===== config.mk =====
export PLATFORM = sky130hd
export DESIGN_NAME = qdec_pos_unit
export DESIGN_NICKNAME = d
export VERILOG_FILES = /design/src/rtl/qdec_pkg.sv /design/src/rtl/qdec_sync.sv /design/src/rtl/qdec_decoder.sv /design/src/rtl/qdec_counter.sv /design/src/rtl/qdec_pos_unit.sv
export SDC_FILE = /design/constraint.sdc
export NUM_CORES = 1
export LEC_CHECK = 0
export BUFFER_PORTS_ARGS = -buffer_cell sky130_fd_sc_hd__buf_2
export CAP_MARGIN = 5
export CORE_AREA = 2 2 97 99
export CTS_BUF_LIST = sky130_fd_sc_hd__clkbuf_16
export DETAILED_ROUTE_END_ITERATION = 8
export DIE_AREA = 0 0 99 101
export GPL_TIMING_DRIVEN = 0
export PLACE_DENSITY = 0.68
export SYNTH_ARGS = -nofsm -noshare
export SYNTH_HDL_FRONTEND = slang
export SYNTH_SLANG_ARGS = --single-unit

===== constraint.sdc =====
create_clock -name clk -period 5.7 [get_ports clk]
set_clock_uncertainty 0.1 [all_clocks]
set_input_delay 0.57 -clock clk [delete_from_list [all_inputs] [get_ports clk]]
set_output_delay 0.57 -clock clk [all_outputs]
set_load 0.05 [all_outputs]

===== src/rtl/qdec_pkg.sv =====
package qdec_pkg;
   typedef enum logic [2:0] {
      MODE_OFF    = 3'd0,
      MODE_TIMER  = 3'd1,
      MODE_RSV2   = 3'd2,
      MODE_RSV3   = 3'd3,
      MODE_X2_IDX = 3'd4,
      MODE_X2_MAX = 3'd5,
      MODE_X4_IDX = 3'd6,
      MODE_X4_MAX = 3'd7
   } qmode_e;

   typedef struct packed {
      logic [1:0] presc;
      logic       idle_stop;
      logic       dir_oe;
      logic       swap;
      qmode_e     mode;
   } qctrl_t;

   localparam int CTRL_W  = 8;
   localparam int BIT_DIR = 8;
   localparam int BIT_ERR = 9;
   localparam int BIT_IDX = 10;

   localparam logic [1:0] ADDR_CTRL = 2'd0;
   localparam logic [1:0] ADDR_POS  = 2'd1;
   localparam logic [1:0] ADDR_MAX  = 2'd2;
endpackage


===== src/rtl/qdec_sync.sv =====
module qdec_sync #(
   parameter int W = 3
) (
   input  logic         clk,
   input  logic         rst_n,
   input  logic [W-1:0] d_i,
   output logic [W-1:0] q_o
);
   generate
      for (genvar g = 0; g < W; g++) begin : g_bit
         logic [1:0] stg;
         always_ff @(posedge clk or negedge rst_n) begin
            if (!rst_n) stg <= 2'b00;
            else        stg <= {stg[0], d_i[g]};
         end
         assign q_o[g] = stg[1];
      end
   endgenerate
endmodule


===== src/rtl/qdec_decoder.sv =====
module qdec_decoder (
   input  logic clk,
   input  logic rst_n,
   input  logic a_i,
   input  logic b_i,
   input  logic idx_i,
   input  logic x4_i,
   output logic step_o,
   output logic up_o,
   output logic idx_rise_o
);
   logic       prev_a, prev_b, prev_i;
   logic [1:0] ph_old, ph_new, delta;
   logic       fwd, rev;

   always_ff @(posedge clk or negedge rst_n) begin
      if (!rst_n) {prev_a, prev_b, prev_i} <= 3'b000;
      else        {prev_a, prev_b, prev_i} <= {a_i, b_i, idx_i};
   end

   // Gray position: 00->0, 10->1, 11->2, 01->3
   assign ph_old = {prev_b, prev_a ^ prev_b};
   assign ph_new = {b_i, a_i ^ b_i};
   assign delta  = ph_new - ph_old;
   assign fwd    = (delta == 2'd1);
   assign rev    = (delta == 2'd3);

   assign step_o     = (fwd | rev) & (x4_i | (a_i ^ prev_a));
   assign up_o       = fwd;
   assign idx_rise_o = idx_i & ~prev_i;
endmodule


===== src/rtl/qdec_counter.sv =====
module qdec_counter #(
   parameter int CNT_W    = 16,
   parameter int PRE_STEP = 3
) (
   input  logic             clk,
   input  logic             rst_n,
   input  logic             run_i,
   input  logic             timer_i,
   input  logic             quad_i,
   input  logic             idx_mode_i,
   input  logic             dec_step_i,
   input  logic             dec_up_i,
   input  logic             idx_rise_i,
   input  logic             tdir_i,
   input  logic [1:0]       presc_i,
   input  logic [CNT_W-1:0] max_i,
   input  logic             load_i,
   input  logic [CNT_W-1:0] load_val_i,
   output logic [CNT_W-1:0] pos_o
);
   localparam int PRE_W = 3 * PRE_STEP;
   localparam logic [PRE_W:0] ONE = {{PRE_W{1'b0}}, 1'b1};

   logic [PRE_W:0]   pre_q, lim;
   logic             tick, step, up;
   logic [CNT_W-1:0] pos_q;

   assign lim  = (ONE << (PRE_STEP * int'(presc_i))) - ONE;
   assign tick = timer_i & run_i & (pre_q >= lim);
   assign step = quad_i ? dec_step_i : tick;
   assign up   = quad_i ? dec_up_i : tdir_i;

   always_ff @(posedge clk or negedge rst_n) begin
      if (!rst_n)       pre_q <= '0;
      else if (!timer_i) pre_q <= '0;
      else if (run_i)   pre_q <= tick ? '0 : pre_q + ONE;
   end

   always_ff @(posedge clk or negedge rst_n) begin
      if (!rst_n) begin
         pos_q <= '0;
      end else if (load_i) begin
         pos_q <= load_val_i;
      end else if (run_i) begin
         if (idx_mode_i && idx_rise_i)
            pos_q <= '0;
         else if (step && up)
            pos_q <= (pos_q == max_i) ? '0 : pos_q + 1'b1;
         else if (step)
            pos_q <= (pos_q == '0) ? max_i : pos_q - 1'b1;
      end
   end

   assign pos_o = pos_q;
endmodule


===== src/rtl/qdec_pos_unit.sv =====
module qdec_pos_unit
   import qdec_pkg::*;
#(
   parameter int CNT_W    = 16,
   parameter int DATA_W   = 16,
   parameter int PRE_STEP = 3
) (
   input  logic              clk,
   input  logic              rst_n,
   input  logic              phase_a_i,
   input  logic              phase_b_i,
   input  logic              index_i,
   input  logic              idle_i,
   input  logic              bus_we_i,
   input  logic [1:0]        bus_addr_i,
   input  logic [DATA_W-1:0] bus_wdata_i,
   output logic [DATA_W-1:0] bus_rdata_o,
   output logic              dir_o,
   output logic              dir_oe_o
);
   localparam int STAT_W = BIT_IDX + 1;

   generate
      if (CNT_W < 2 || CNT_W > DATA_W) begin : g_bad_cnt
         $error("qdec_pos_unit: CNT_W must be 2..DATA_W");
      end
      if (DATA_W < STAT_W) begin : g_bad_data
         $error("qdec_pos_unit: DATA_W too narrow for control word");
      end
      if (PRE_STEP < 1 || PRE_STEP > 4) begin : g_bad_pre
         $error("qdec_pos_unit: PRE_STEP must be 1..4");
      end
   endgenerate

   qctrl_t           ctrl_q;
   logic             dir_q, err_q;
   logic [CNT_W-1:0] max_q, pos;
   logic [2:0]       sync_q;
   logic             a_s, b_s, idx_s, a_e, b_e;
   logic             dec_step, dec_up, idx_rise;
   logic             quad, x4, idx_mode, timer, halt, run;
   logic             ctrl_wr, pos_wr, max_wr, ctrl_wr_timer, err_set;

   qdec_sync #(.W(3)) u_sync (
      .clk(clk), .rst_n(rst_n),
      .d_i({index_i, phase_b_i, phase_a_i}),
      .q_o(sync_q)
   );
   assign {idx_s, b_s, a_s} = sync_q;
   assign a_e = ctrl_q.swap ? b_s : a_s;
   assign b_e = ctrl_q.swap ? a_s : b_s;

   assign quad     = ctrl_q.mode[2];
   assign x4       = ctrl_q.mode[1];
   assign idx_mode = quad & ~ctrl_q.mode[0];
   assign timer    = (ctrl_q.mode == MODE_TIMER);
   assign halt     = ctrl_q.idle_stop & idle_i;
   assign run      = ~halt;

   qdec_decoder u_dec (
      .clk(clk), .rst_n(rst_n),
      .a_i(a_e), .b_i(b_e), .idx_i(idx_s), .x4_i(x4),
      .step_o(dec_step), .up_o(dec_up), .idx_rise_o(idx_rise)
   );

   assign ctrl_wr       = bus_we_i && (bus_addr_i == ADDR_CTRL);
   assign pos_wr        = bus_we_i && (bus_addr_i == ADDR_POS);
   assign max_wr        = bus_we_i && (bus_addr_i == ADDR_MAX);
   assign ctrl_wr_timer = ctrl_wr && (bus_wdata_i[2:0] == MODE_TIMER);

   qdec_counter #(.CNT_W(CNT_W), .PRE_STEP(PRE_STEP)) u_cnt (
      .clk(clk), .rst_n(rst_n),
      .run_i(run), .timer_i(timer), .quad_i(quad), .idx_mode_i(idx_mode),
      .dec_step_i(dec_step), .dec_up_i(dec_up), .idx_rise_i(idx_rise),
      .tdir_i(dir_q), .presc_i(ctrl_q.presc), .max_i(max_q),
      .load_i(pos_wr), .load_val_i(bus_wdata_i[CNT_W-1:0]),
      .pos_o(pos)
   );

   assign err_set = run & idx_mode & idx_rise & (pos != '0) & (pos != max_q);

   always_ff @(posedge clk or negedge rst_n) begin
      if (!rst_n) begin
         ctrl_q <= '0;
         max_q  <= '1;
         dir_q  <= 1'b0;
         err_q  <= 1'b0;
      end else begin
         if (ctrl_wr) ctrl_q <= qctrl_t'(bus_wdata_i[CTRL_W-1:0]);
         if (max_wr)  max_q  <= bus_wdata_i[CNT_W-1:0];
         if (ctrl_wr_timer)              dir_q <= bus_wdata_i[BIT_DIR];
         else if (quad && run && dec_step) dir_q <= dec_up;
         if (err_set)                           err_q <= 1'b1;
         else if (ctrl_wr && !bus_wdata_i[BIT_ERR]) err_q <= 1'b0;
      end
   end

   always_comb begin
      bus_rdata_o = '0;
      case (bus_addr_i)
         ADDR_CTRL: begin
            bus_rdata_o[CTRL_W-1:0] = ctrl_q;
            bus_rdata_o[BIT_DIR]    = dir_q;
            bus_rdata_o[BIT_ERR]    = err_q;
            bus_rdata_o[BIT_IDX]    = idx_s;
         end
         ADDR_POS: bus_rdata_o[CNT_W-1:0] = pos;
         ADDR_MAX: bus_rdata_o[CNT_W-1:0] = max_q;
         default:  bus_rdata_o = '0;
      endcase
   end

   assign dir_oe_o = ctrl_q.dir_oe;
   assign dir_o    = dir_q & ctrl_q.dir_oe;
endmodule


==> flow_summary.json <==
{
  "fin_crit_ps": 3160,
  "slew_viol_final": 0,
  "layoutNonFillerInstCount": 643,
  "antenna_found_initial": 0,
  "required_ps": 5030,
  "synth-edff-count": 0,
  "top_usage_layer": "met2",
  "ys_types": 66,
  "n_antenna_cell": 0,
  "synth_most_common_cell": "dfrtp_1",
  "core_sq_um": 8980,
  "cp-start-kind": "input pin",
  "ys.flop_type": "dfrtp_1",
  "initial_core_util": 0.484,
  "nNetsFinal": 569,
  "tns_ps": 0,
  "post_cts_buffers": 0,
  "critPathMaxFanout": 10,
  "synth-async-reset-ratio": 1.00,
  "postLayoutCellArea_sq_um": 5040,
  "io_pins": 43,
  "gr-usage-met2": 0.403,
  "synth.top_cells.by_area": "dfrtp_1 (26%), dfstp_2 (9.7%), mux2_2 (6.2%)",
  "gp_congestion": 0.907,
  "p_leak_uw": 0.00221,
  "outcome": "finished, final reports clean",
  "whs_ps": 106,
  "worstSkewPairLatency_ps": 340,
  "grt_util_met3": 0.0444,
  "ys_seq_area_frac": 0.356,
  "placed_area_sq_um": 4720,
  "grt_pass1_wl_mm": 19.3,
  "slew_headroom": 0.549,
  "yosysTopAreaCell": "dfrtp_1",
  "wl_mm": 11.9,
  "area.growth.synth_to_final_pct": 15.9,
  "layout_setup_ws_ps": 2540,
  "tightest_slew_ps": 677,
  "seq_area_sq_um": 1550,
  "fillers": 798,
  "rsz0062_at_grt": "false",
  "dr.pass1.iters": 5,
  "setup_violations": 0,
  "remaining_drc_errors": 0,
  "vdd_drop_max_mv": 0.230,
  "drt_iter0_drc": 361,
  "grt.total_usage": 0.249,
  "root_buffer": "clkbuf_16",
  "finalHoldViolations": 0,
  "hpwl_mm": 8.44,
  "syn_avg_cell_area_sq_um": 9.19,
  "dp.cells": 627,
  "end_kind": "output port",
  "ant_nets": 0,
  "die_width_um": 99,
  "cts_tree": "built",
  "p_per_area_nw_per_um2": 444,
  "synth_fp_nets": 515,
  "grt_max_degree": 41,
  "post_drt_wl_per_cell_um": 18.6,
  "drive_gt1_frac": 0.242,
  "min_period_over_period": 0.555,
  "row_count": 35,
  "avgViaCountPerCell": 6.07,
  "h-tree-depth": 3,
  "die_h_um": 101,
  "cts_buffer_depth": 2,
  "synth-seq-cells": 61,
  "clk_pin_slew_ps": 60,
  "yosysWarnings": 0,
  "num_vias": 3904,
  "path_class": "in -> out",
  "synth_top_cell_area_share": 0.259,
  "synthCells": 473,
  "portBuffers": 42,
  "globalRouteMet1Util": 0.330,
  "yosys-top-cells-count": "dfrtp_1 (45), nor2_1 (40), nand2_1 (39)",
  "cap_viol_max_count": 0,
  "pre_cts_ws_ps": 2600,
  "cp_data_arrival_time_ps": 2490,
  "cts.sinks": 61,
  "cts-hold-fix-buffers": 0,
  "synth.cell_area_sq_um": 4350,
  "hp-class": "in -> async",
  "clock.fmax_ghz": 0.316,
  "cts_buffers": 9,
  "grt_pass1_vias": 3722,
  "multi_input_area_sq_um": 2560,
  "grt.overflow.total": 0,
  "fp.dieArea_sq_um": 10000,
  "cts_resized": 0
}
## state kept, by name (all words and copies together) (netlist names)
signal	cells
ctrl_q	7
dir_oe_o	1
dir_q	1
err_q	1
max_q	16
u_cnt.pos_o	16
u_cnt.pre_q	10
u_dec.prev_a	1
u_dec.prev_b	1
u_dec.prev_i	1
u_sync.g_bit.stg	6
## cell type report
| class | instances | share of cell area |
|---|---|---|
| sequential | 61 | 0.307 |
| clock buffer | 9 | 0.0447 |
| tap | 111 | 0.0275 |
| multi-input combinational | 365 | 0.508 |
| timing repair buffer | 43 | 0.0457 |
| clock inverter | 7 | 0.0196 |
| inverter | 14 | 0.0104 |
| buffer | 33 | 0.0375 |
## where the power goes
part / internal [uW] / switching [uW]
clock: 385 / 215
combinational: 407 / 591
sequential: 550 / 89.6
## cells by family after synthesis
| group | count (synthesis) | synth area share |
|---|---|---|
| AOI/OAI and AO/OA | 111 | 0.174 |
| xor gates and xnor gates | 42 | 0.0846 |
| adders and majority gates | 17 | 0.0489 |
| and+or+nand+nor | 158 | 0.190 |
| buffers and inverters | 47 | 0.0555 |
| DFF | 61 | 0.356 |
| other | 1 | 0.000862 |
| muxes | 36 | 0.0900 |
## placed cells by master, fill, tap and decap left out, drive strengths merged, types with 3 or more instances in the layout
master / n
inv: 15
a211oi: 4
a22oi: 19
clkinv: 3
nor3: 10
clkbuf: 24
ha: 17
dfstp: 16
or4: 3
nand3b: 3
dfrtp: 45
and2: 5
mux2: 25
nand2b: 5
a21oi: 8
a222oi: 11
nor2b: 7
o31ai: 3
buf: 61
nand2: 40
xnor2: 29
nand3: 12
nor2: 41
and3: 7
xor2: 13
o21ai: 48
nand4: 13
mux2i: 11
## worst paths after layout
path,cells past startpoint,from,end,slack [ps]
worst min-delay path,1,rst_n,u_cnt.pre_q[1]$_DFFE_PN0P_,110
min in group clk,1,phase_a_i,u_sync.g_bit[0].stg[0]$_DFF_PN0_,240
worst max-delay path,8,bus_addr_i[1],bus_rdata_o[0],2540
worst max register to register,10,ctrl_q[7]$_DFFE_PN0P_,u_cnt.pos_o[5]$_DFFE_PN0P_,2600
worst min register to register,0,u_sync.g_bit[0].stg[0]$_DFF_PN0_,u_sync.g_bit[0].stg[1]$_DFF_PN0_,250
max in group asynchronous,2,rst_n,max_q[10]$_DFFE_PN1P_,4730
## critical path: stages
cell and delay [ps]:
buf_2 120, inv_1 70, ha_1 130, clkbuf_1 400, clkbuf_1 530, a222oi_1 180, nor2_1 200, buf_2 290
## stage by stage
stage | util | power (uW)
3_3_place_gp | 0.523 | 1600
6_report | 0.562 | 2240
4_1_cts | 0.562 | 2230
3_5_place_dp | 0.526 | 1620
5_1_grt | 0.562 | 2380
2_1_floorplan | - | 1400
## metal layers
layer / vias up / share of wire / routed length [um]
met2: 180 / 0.47 / 5660
met4: 0 / 0.025 / 297
li1: 1827 / - / -
met1: 1870 / 0.42 / 5050
met5: - / 0 / 0
met3: 27 / 0.077 / 923
Note: power is estimated with default switching activity, not from simulation.
